## config.mk

```make
export PLATFORM = sky130hd
export DESIGN_NAME = rs_symbol_fixer
export DESIGN_NICKNAME = d
export VERILOG_FILES = /design/src/rtl/rsfix_pkg.sv /design/src/rtl/rsfix_collect.sv /design/src/rtl/rsfix_rmw.sv /design/src/rtl/rs_symbol_fixer.sv
export SDC_FILE = /design/constraint.sdc
export NUM_CORES = 1
export LEC_CHECK = 0
export BUFFER_PORTS_ARGS = -buffer_cell sky130_fd_sc_hd__buf_2
export CAP_MARGIN = 10
export CORE_UTILIZATION = 45
export DETAILED_ROUTE_END_ITERATION = 8
export PLACE_DENSITY = 0.64
export REMOVE_ABC_BUFFERS = 1
export SYNTH_ARGS = -nofsm -noshare
export SYNTH_HDL_FRONTEND = slang
export SYNTH_SLANG_ARGS = --single-unit
```

## constraint.sdc

```tcl
create_clock -name clk -period 5.5 [get_ports clk]
set_input_delay 1.1 -clock clk [delete_from_list [all_inputs] [get_ports clk]]
set_output_delay 1.1 -clock clk [all_outputs]
set_load 0.1 [all_outputs]
```

## src/rtl/rsfix_pkg.sv

```systemverilog
package rsfix_pkg;

  localparam int BA_W = 16;

  typedef enum logic [2:0] {
    S_IDLE,
    S_COLLECT,
    S_APPLY,
    S_DONE
  } fix_state_t;

  typedef struct packed {
    logic [BA_W-1:0] a0;
    logic [7:0]      m0;
    logic [BA_W-1:0] a1;
    logic [7:0]      m1;
    logic            two;
  } touch_t;

  // Byte addresses and XOR masks touched by one 12-bit symbol.
  function automatic touch_t map_sym(input logic [BA_W-1:0] pos,
                                     input logic [11:0] pat);
    touch_t t;
    logic [BA_W:0] triple;
    logic [BA_W-1:0] half;
    triple = (BA_W+1)'(pos) * (BA_W+1)'(3);
    half   = triple[BA_W:1];
    t = '0;
    if (pos == '0) begin
      t.a0  = '0;
      t.m0  = pat[7:0];
      t.two = 1'b0;
    end else if (pos[0]) begin
      t.a0  = half;
      t.m0  = pat[11:4];
      t.a1  = half + 1'b1;
      t.m1  = {pat[3:0], 4'h0};
      t.two = 1'b1;
    end else begin
      t.a0  = half - 1'b1;
      t.m0  = {4'h0, pat[11:8]};
      t.a1  = half;
      t.m1  = pat[7:0];
      t.two = 1'b1;
    end
    return t;
  endfunction

  // A pair that cannot be applied to the page.
  function automatic logic sym_bad(input logic [BA_W-1:0] pos,
                                   input logic [11:0] pat,
                                   input int unsigned last_pos);
    return (32'(pos) > last_pos) || (pos == '0 && pat[11:8] != 4'h0);
  endfunction

endpackage

```

## src/rtl/rsfix_collect.sv

```systemverilog
module rsfix_collect #(
  parameter int MAX_ERR = 4,
  parameter int POS_W   = 11,
  parameter int CNT_W   = 3
) (
  input  logic             clk,
  input  logic             rst_n,
  input  logic             clr,
  input  logic             cap,
  input  logic [POS_W-1:0] in_pos,
  input  logic [11:0]      in_pat,
  input  logic             in_bad,
  input  logic [CNT_W-1:0] rd_idx,
  output logic [POS_W-1:0] out_pos,
  output logic [11:0]      out_pat,
  output logic [CNT_W-1:0] n_got,
  output logic             bad_seen
);

  logic [POS_W-1:0] slot_pos [MAX_ERR];
  logic [11:0]      slot_pat [MAX_ERR];

  for (genvar i = 0; i < MAX_ERR; i++) begin : g_slot
    always_ff @(posedge clk or negedge rst_n) begin
      if (!rst_n) begin
        slot_pos[i] <= '0;
        slot_pat[i] <= '0;
      end else if (cap && n_got == CNT_W'(i)) begin
        slot_pos[i] <= in_pos;
        slot_pat[i] <= in_pat;
      end
    end
  end

  always_ff @(posedge clk or negedge rst_n) begin
    if (!rst_n) begin
      n_got    <= '0;
      bad_seen <= 1'b0;
    end else if (clr) begin
      n_got    <= '0;
      bad_seen <= 1'b0;
    end else if (cap) begin
      n_got    <= n_got + 1'b1;
      bad_seen <= bad_seen | in_bad;
    end
  end

  always_comb begin
    out_pos = '0;
    out_pat = '0;
    for (int i = 0; i < MAX_ERR; i++) begin
      if (rd_idx == CNT_W'(i)) begin
        out_pos = slot_pos[i];
        out_pat = slot_pat[i];
      end
    end
  end

  // never more captures than slots
  a_r2_slot_bound: assert property (@(posedge clk) disable iff (!rst_n)
    cap |-> (n_got < CNT_W'(MAX_ERR)));

endmodule

```

## src/rtl/rsfix_rmw.sv

```systemverilog
module rsfix_rmw #(
  parameter int ADDR_W = 12
) (
  input  logic              clk,
  input  logic              rst_n,
  input  logic              go,
  input  logic [ADDR_W-1:0] addr,
  input  logic [7:0]        mask,
  output logic              mem_rd,
  output logic              mem_wr,
  output logic [ADDR_W-1:0] mem_addr,
  output logic [7:0]        mem_wdata,
  input  logic [7:0]        mem_rdata,
  output logic              byte_done
);

  logic phase;

  always_ff @(posedge clk or negedge rst_n) begin
    if (!rst_n)         phase <= 1'b0;
    else if (phase)     phase <= 1'b0;
    else if (go)        phase <= 1'b1;
  end

  assign mem_rd    = go && !phase;
  assign mem_wr    = phase;
  assign mem_addr  = addr;
  assign mem_wdata = mem_rdata ^ mask;
  assign byte_done = phase;

  // a write always follows a read of the same byte
  a_r11_wr_after_rd: assert property (@(posedge clk) disable iff (!rst_n)
    mem_wr |-> ($past(mem_rd) && $stable(mem_addr)));

  // a read is never repeated without its write
  a_r11_rd_then_wr: assert property (@(posedge clk) disable iff (!rst_n)
    mem_rd |=> mem_wr);

endmodule

```

## src/rtl/rs_symbol_fixer.sv

```systemverilog
module rs_symbol_fixer #(
  parameter int DATA_BYTES  = 2048,
  parameter int SPARE_BYTES = 64,
  parameter int ECC_BYTES   = 14,
  parameter int MAX_ERR     = 4,
  parameter int POS_W       = 11,
  localparam int ADDR_W     = $clog2(DATA_BYTES + SPARE_BYTES),
  localparam int CNT_W      = $clog2(MAX_ERR + 1)
) (
  input  logic              clk,
  input  logic              rst_n,
  input  logic              start,
  input  logic [CNT_W-1:0]  start_cnt,
  input  logic              pair_valid,
  input  logic [POS_W-1:0]  pair_pos,
  input  logic [11:0]       pair_pat,
  output logic              busy,
  output logic              mem_rd,
  output logic              mem_wr,
  output logic [ADDR_W-1:0] mem_addr,
  output logic [7:0]        mem_wdata,
  input  logic [7:0]        mem_rdata,
  output logic              done,
  output logic [CNT_W-1:0]  done_fixed,
  output logic              done_fail
);

  import rsfix_pkg::*;

  localparam int unsigned LAST_POS = ((DATA_BYTES + ECC_BYTES) * 8 + 4) / 12 - 1;
  localparam int unsigned PAGE_END = DATA_BYTES + ECC_BYTES;

  fix_state_t       state;
  logic [CNT_W-1:0] need;
  logic [CNT_W-1:0] idx;
  logic             second;
  logic             res_fail;
  logic [CNT_W-1:0] res_fixed;
  logic             wr_seen;

  // named internal events
  logic             take_start;
  logic             take_pair;
  logic             last_pair;
  logic             pair_bad;
  logic             job_bad;
  logic             byte_done;
  logic             slot_last;

  logic [POS_W-1:0] slot_pos;
  logic [11:0]      slot_pat;
  logic [CNT_W-1:0] n_got;
  logic             bad_seen;
  touch_t           cur;
  logic [ADDR_W-1:0] sel_addr;
  logic [7:0]       sel_mask;

  function automatic logic [BA_W-1:0] ext_pos(input logic [POS_W-1:0] p);
    return BA_W'(p);
  endfunction

  assign take_start = (state == S_IDLE) && start;
  assign take_pair  = (state == S_COLLECT) && pair_valid;
  assign last_pair  = take_pair && (n_got == need - 1'b1);
  assign pair_bad   = sym_bad(ext_pos(pair_pos), pair_pat, LAST_POS);
  assign job_bad    = bad_seen || pair_bad;

  rsfix_collect #(
    .MAX_ERR (MAX_ERR),
    .POS_W   (POS_W),
    .CNT_W   (CNT_W)
  ) i_collect (
    .clk      (clk),
    .rst_n    (rst_n),
    .clr      (take_start),
    .cap      (take_pair),
    .in_pos   (pair_pos),
    .in_pat   (pair_pat),
    .in_bad   (pair_bad),
    .rd_idx   (idx),
    .out_pos  (slot_pos),
    .out_pat  (slot_pat),
    .n_got    (n_got),
    .bad_seen (bad_seen)
  );

  assign cur       = map_sym(ext_pos(slot_pos), slot_pat);
  assign sel_addr  = second ? cur.a1[ADDR_W-1:0] : cur.a0[ADDR_W-1:0];
  assign sel_mask  = second ? cur.m1 : cur.m0;
  assign slot_last = (idx == need - 1'b1) && (second || !cur.two);

  rsfix_rmw #(
    .ADDR_W (ADDR_W)
  ) i_rmw (
    .clk       (clk),
    .rst_n     (rst_n),
    .go        (state == S_APPLY),
    .addr      (sel_addr),
    .mask      (sel_mask),
    .mem_rd    (mem_rd),
    .mem_wr    (mem_wr),
    .mem_addr  (mem_addr),
    .mem_wdata (mem_wdata),
    .mem_rdata (mem_rdata),
    .byte_done (byte_done)
  );

  always_ff @(posedge clk or negedge rst_n) begin
    if (!rst_n) begin
      state     <= S_IDLE;
      need      <= '0;
      idx       <= '0;
      second    <= 1'b0;
      res_fail  <= 1'b0;
      res_fixed <= '0;
    end else begin
      case (state)
        S_IDLE: begin
          if (take_start) begin
            need   <= start_cnt;
            idx    <= '0;
            second <= 1'b0;
            if (start_cnt == '0) begin
              res_fail  <= 1'b0;
              res_fixed <= '0;
              state     <= S_DONE;
            end else if (start_cnt > CNT_W'(MAX_ERR)) begin
              res_fail  <= 1'b1;
              res_fixed <= '0;
              state     <= S_DONE;
            end else begin
              state <= S_COLLECT;
            end
          end
        end
        S_COLLECT: begin
          if (last_pair) begin
            if (job_bad) begin
              res_fail  <= 1'b1;
              res_fixed <= '0;
              state     <= S_DONE;
            end else begin
              state <= S_APPLY;
            end
          end
        end
        S_APPLY: begin
          if (byte_done) begin
            if (slot_last) begin
              res_fail  <= 1'b0;
              res_fixed <= need;
              state     <= S_DONE;
            end else if (!second && cur.two) begin
              second <= 1'b1;
            end else begin
              second <= 1'b0;
              idx    <= idx + 1'b1;
            end
          end
        end
        default: state <= S_IDLE;
      endcase
    end
  end

  always_ff @(posedge clk or negedge rst_n) begin
    if (!rst_n)                wr_seen <= 1'b0;
    else if (state == S_IDLE)  wr_seen <= 1'b0;
    else if (mem_wr)           wr_seen <= 1'b1;
  end

  assign busy       = (state != S_IDLE);
  assign done       = (state == S_DONE);
  assign done_fixed = done ? res_fixed : '0;
  assign done_fail  = done && res_fail;

  // idle outputs quiet
  a_r1_idle_quiet: assert property (@(posedge clk) disable iff (!rst_n)
    !busy |-> (!mem_rd && !mem_wr && !done));

  // every access lands inside data plus check bytes
  a_r6_addr_range: assert property (@(posedge clk) disable iff (!rst_n)
    (mem_rd || mem_wr) |-> (32'(mem_addr) < PAGE_END));

  // a failed job never wrote the buffer
  a_r8_fail_no_write: assert property (@(posedge clk) disable iff (!rst_n)
    (done && done_fail) |-> (!wr_seen && done_fixed == '0));

  // done lasts one cycle and reports a bounded count
  a_r10_done_pulse: assert property (@(posedge clk) disable iff (!rst_n)
    done |=> !done);

  a_r10_count_bound: assert property (@(posedge clk) disable iff (!rst_n)
    done |-> (done_fixed <= CNT_W'(MAX_ERR)));

endmodule

```

Yosys cells after proc, flatten, opt, wreduce, memory -nomap -nowiden:

Index checks and enable logic that the tools add are counted.
W data, S select, Z words.

* bits of input ports: 38
* flip-flop bits (word level): 111
* logic and storage cells: 135
* output and inout port bits: 28

* equal/unequal tests: 19
* add/sub/neg operators: 5
* reductions and logical operators: 34
* multiplexer cells: 55
* bitwise gates (word level): 2
* magnitude comparators: 2
* $mul: 1

Operator list (count)
* $mux W12: 5
* $mux W3: 18
* $mux W45: 1
* $mux W11: 4
* $mux W20: 2
* $logic_not A11 Y1: 2
* $eq A3 B2 Y1 const B: 6
* $pmux W3 S3: 2
* $mux W1: 17
* $add A12 B1 Y13 const B: 1
* $mul A11 B2 Y13 const B: 1
* $logic_and A1 B1 Y1: 12
* $logic_not A3 Y1: 4
* $ne A2 B2 Y1 const B: 6
* $sub A12 B1 Y12 const B: 1
* $gt A11 B11 Y1 const B: 1
* $eq A3 B1 Y1 const B: 3
* $mux W8: 1
* $reduce_and A4 Y1: 2
* $xor A8 B8 Y8: 1
* $reduce_and A7 Y1: 1
* $add A3 B1 Y3 const B: 2
* $eq A3 B3 Y1: 2
* $pmux W3 S2: 1
* 15 further kinds: 22

Longest topological paths before layout:

* depth after elaboration: 15
* mapped depth: 20
* gate-level depth less buffers: 16

Cells and area by module:

Synthesis repeated with hierarchy kept, for this count alone.

* cell total of the unflattened synthesis: 632
* area total of the unflattened synthesis: 7135.6 µm²

By module, submodules not included
* rsfix_collect: area each 4631.9 µm², cells an instance 298, times used 1
* rs_symbol_fixer: area each 2304.7 µm², cells an instance 311, times used 1
* rsfix_rmw: area each 198.9 µm², cells an instance 23, times used 1

Least setup slack after synthesis:

No wires, ideal clock.

* path type: flip-flop to output port
* from: register idx[0]
* to: output mem_addr[11]
* stages on the path, launching flop included: 19
* setup slack: -1.171 ns
* path buffers: 2
* arrival: 5.571 ns
* data required time: 4.400 ns
* cells stage by stage: dfrtp_1 -> ha_1 -> ha_1 -> clkbuf_1 -> nor2_1 -> a21boi_1 -> a21oi_1 -> inv_1 -> clkbuf_1 -> ha_1 -> fa_1 -> a21o_2 -> a221oi_4 -> nor3_1 -> or3_4 -> and4_4 -> and4b_4 -> or3_1 -> a21oi_1

* longest elaborated chain between the ends: 10

RTL lines
* start, declared: line rs_symbol_fixer.sv:35 `logic [CNT_W-1:0] idx;`
* start signal, assigned: line rs_symbol_fixer.sv:157 `idx <= idx + 1'b1;`
* $logic_not A3 Y1: line rsfix_collect.sv:52 `if (rd_idx == CNT_W'(i)) begin`
* $mux W11 (3 in series): line rsfix_collect.sv:52
* $mux W11 *: line rsfix_collect.sv:52
* $mul A11 B2 Y13: line rsfix_pkg.sv:26 `triple = (BA_W+1)'(pos) * (BA_W+1)'(3);`
* $sub A12 B1 Y12 / $add A12 B1 Y13 (equally long branches): line rsfix_pkg.sv:40, rsfix_pkg.sv:36
* $mux W45: line rsfix_pkg.sv:33 `end else if (pos[0]) begin`
* $mux W20: line rsfix_pkg.sv:29 `if (pos == '0) begin`
* $mux W12 *: line rs_symbol_fixer.sv:88 `assign sel_addr = second ? cur.a1[ADDR_W-1:0] : cur.a0[ADDR_W-1:0];`
* end, declared: line rs_symbol_fixer.sv:20 `output logic [ADDR_W-1:0] mem_addr,`

Every way passes the cells marked *; elsewhere a longest branch is shown, timed or not.

Worst setup path in the final report:

Ends and elaborated chain as after synthesis.

==> summary.txt <==
Clocking
  • Clock Latency Late Sink: 0.35 ns
  • CTS root buf: clkbuf_16
  • Clk buf depth: 2
  • CTS buffer count: 9
  • Clock Sinks: between 100 and 150
  • CTS clk-pin slew, worst paths: 0.07 ns
  • Htree depth: 3
  • CTS tree: done

STA
  • Clk_skew: 0.00970 ns
  • Worst-margin pin slew: 1.18 ns
  • Final worst slack: -0.104 ns
  • Final hold slack: 0.477 ns
  • Max-Slew Margin vs Limit: 21.1%
  • RSZ-0062 raised after global routing: yes
  • Fin crit period: 5.60 ns
  • Fin crit share: 102%
  • Setup violators final: 1
  • Fmax: 0.178 GHz
  • Final slew viol count: 0
  • Final Hold Fails: 0

Place
  • Placed cell count: 885
  • PortBufs: 65
  • RePlAce Congestion: roughly 0.9
  • Pre-CTS setup slack: 0.0450 ns
  • HPWL after DPL: 11600 µm

Routing
  • DRT Wirelength: 16700 µm
  • Routed len/inst: 18.0 µm
  • Remaining DRCs: 0
  • Routed vias/inst: between 5 and 6
  • Antenna Violating Nets Remaining: 0
  • Drt pass-1 iters: 5
  • DRT iter0 DRCs: 267
  • Vias: 5335

Job
  • Total of max-cap violations: 0

Layout
  • Post-route insts no fill: about 930
  • Nets: 811
  • Fill cells: roughly 1.2k
  • Share of layout cells above drive strength 1: 37.9%
  • Ant. Diodes: 0
  • Register Area: 0.00275 mm²
  • Syn-to-layout area delta: 24.7%
  • Multi-input logic area: 0.00391 mm²

Global route
  • First-pass GRT wire length: approximately 27000 µm
  • Largest net degree at the start of global routing: 65
  • Total global-route track usage: roughly 23%
  • Initial antenna violation count: 0
  • GRT overflow: 0
  • Vias in the first global route: 5392

Logic synthesis
  • Number of synthesized register bits: 110
  • Mapped Area: 0.00671 mm²
  • Average size of a mapped cell: 10.4 µm²
  • Number of synthesized flops with an enable pin: 0
  • Post-synthesis sequential area ratio: about two fifths
  • Gate Count Post-Synth: 645
  • YS warnings: 0
  • FFs w/ async S/R, synth: 100%
  • Top_reg_cell synth: dfrtp_1
  • Yosys cell types: 64

Status
  • Status: finished, violations left
  • Failing checks: setup timing

Critical path
  • Required @ worst endpoint: 4.40 ns
  • CP max stage cell: dfrtp_2
  • CP arrival: 4.50 ns
  • Max FO, Critical Path: 10
  • R2R Path End: res_fail
  • R2R setup slack: 1.01 ns
  • Critical Path Source Type: register
  • Reg2reg path depth: 22
  • FF-to-FF Start: idx[0]
  • Critical path class: reg2out
  • Crit-path cells: inv_2, ha_2, buf_4, o21ai_0, a22o_4, ha_2, fa_2, a21o_4, a221oi_4, nor3_1, or3_4, and4_4, and4b_4, or3_4, a21oi_4, buf_12
  • Worst Setup End Kind: primary output
  • CP peak stage delay: 0.46 ns

Min path
  • Hold path endpoint: i_rmw.byte_done
  • Hold depth: 1
  • HP Class: reg2reg
  • HP Start: i_rmw.byte_done

Floorplan
  • Die area: 0.0154 mm²
  • Cell row count: 44
  • Die extent in x: approximately 120 µm
  • Starting Density: about 46%
  • I/O pin cnt: 66
  • Core ar.: roughly 0.015 mm²
  • Die height: 124 µm
[layout by cell type, fill, tap and decap left out, types with 4 or more instances in the layout]
cell       count
nor4_1         6
o21ai_1        4
dfrtp_1      109
nand2_1       55
ha_2           7
xnor2_1       16
a21oi_1       22
nor2_1        28
clkbuf_16      9
and3_1         5
and2_1         5
xor2_1        12
a22oi_1       38
mux2i_1       10
nor3_1         9
xnor2_2        5
a31oi_1        6
ha_1          25
o22ai_1        5
inv_1         33
o21ai_0       35
buf_4         46
mux2_2        95
buf_12        21
buf_2         45
nand3_1        7
[worst max-delay path, delay by kind of cell (launching register included)]
family          cells  cell delay (ns)
simple gates        5             1.27
fa+ha+maj           3             0.82
buf+inv             3             0.48
flops               1             0.46
compound gates      5             1.13
[layout make-up]
type                       count  area share [%]
multi-input combinational    467            46.7
tap                          184            2.75
timing repair buffer         114            12.4
inverter                      35            1.57
clock inverter                 6           0.913
clock buffer                  10            2.74
sequential                   110            32.9
[registers in the layout (all words and copies together), names as in the netlist]
register and cells:
res_fail 1, second 1, i_collect.slot_pat 48, i_collect.bad_seen 1
i_collect.n_got 3, res_fixed 3, i_rmw.byte_done 1, need 3
idx 3, state 2, i_collect.slot_pos 44
[metal layers]
| metal | track usage, % | vias up | routed length [µm] |
|---|---|---|---|
| met5 | 0 | - | 0 |
| met4 | 8.78 | 0 | 406 |
| met3 | 2.84 | 40 | 617 |
| met2 | 39.1 | 125 | 8610 |
| met1 | 28.4 | 2651 | 7080 |
| li1 | - | 2519 | - |
[worst max-delay path by stage]
stage	cells after the start	startpoint	to	slack, ns
after floorplan	16	idx[1]	mem_addr[11]	-2.30
after global placement	16	idx[0]	mem_addr[11]	0.16
after detailed placement	17	idx[0]	mem_addr[11]	0.05
after CTS	16	idx[0]	mem_addr[11]	-0.09
after global routing	16	idx[0]	mem_addr[11]	-0.21
final	16	idx[0]	mem_addr[11]	-0.10
[Yosys cell counts (2+ instances only)]
library cell	n	area [µm²]
inv_1	35	131
a22oi_1	38	285
clkbuf_1	23	86.3
ha_1	35	438
mux2_2	95	1070
nand2_1	55	206
buf_1	6	22.5
nor2_1	29	109
mux2i_1	10	100
nand3b_1	2	15.0
and2_1	5	31.3
a211oi_1	3	22.5
a21o_1	3	22.5
a22o_1	5	43.8
nor2b_1	2	12.5
nor3_1	10	50.1
a2111oi_0	2	17.5
a31oi_1	7	43.8
dfrtp_1	110	2750
a221o_1	2	20.0
nand4_1	3	18.8
buf_6	2	22.5
nand3_1	7	35.0
and3_1	7	43.8
nand2b_1	3	18.8
o22ai_1	6	37.5
a21oi_1	26	130
nor4_1	8	50.1
a32oi_1	2	17.5
a31o_2	2	17.5
xor2_1	12	105
xnor2_1	21	184
o21ai_0	38	190
[cells by family (layout without fill, tap and decap cells)]
logic type                 Yosys count  in the layout  synth area share [%]
adders and majority gates           36             36                  6.83
AOI/OAI and AO/OA                  150            150                  15.5
buffers and inverters               68            165                  4.40
muxes                              105            105                  17.4
DFF                                110            110                  41.1
xor gates and xnor gates            33             33                  4.31
and+or+nand+nor                    143            143                  10.5
[what timing repair did]
| action | in CTS | in global routing |
|---|---|---|
| gates resized for setup | 15 | 45 |
| gates cloned | 0 | 0 |
| setup buffers | 12 | 12 |
| setup endpoints to repair | 4 | 14 |
| pin swaps | 9 | 20 |
| hold buffers | 0 | 0 |
[stage by stage]
| stage | TNS [ns] | utilization (%) | instance area [µm²] |
|---|---|---|---|
| 3_3_place_gp | 0 | 52.2 | 7580 |
| 3_5_place_dp | 0 | 52.2 | 7580 |
| 4_1_cts | -0.0868 | 55.2 | 8030 |
| 5_1_grt | -0.830 | 57.5 | 8360 |
| 2_1_floorplan | -30.24 | - | 6540 |
| 6_report | -0.104 | 57.5 | 8360 |
Power is left out: the tool's default activity adds up to more than one toggle a clock period on the data nets, which glitch-free logic cannot reach.
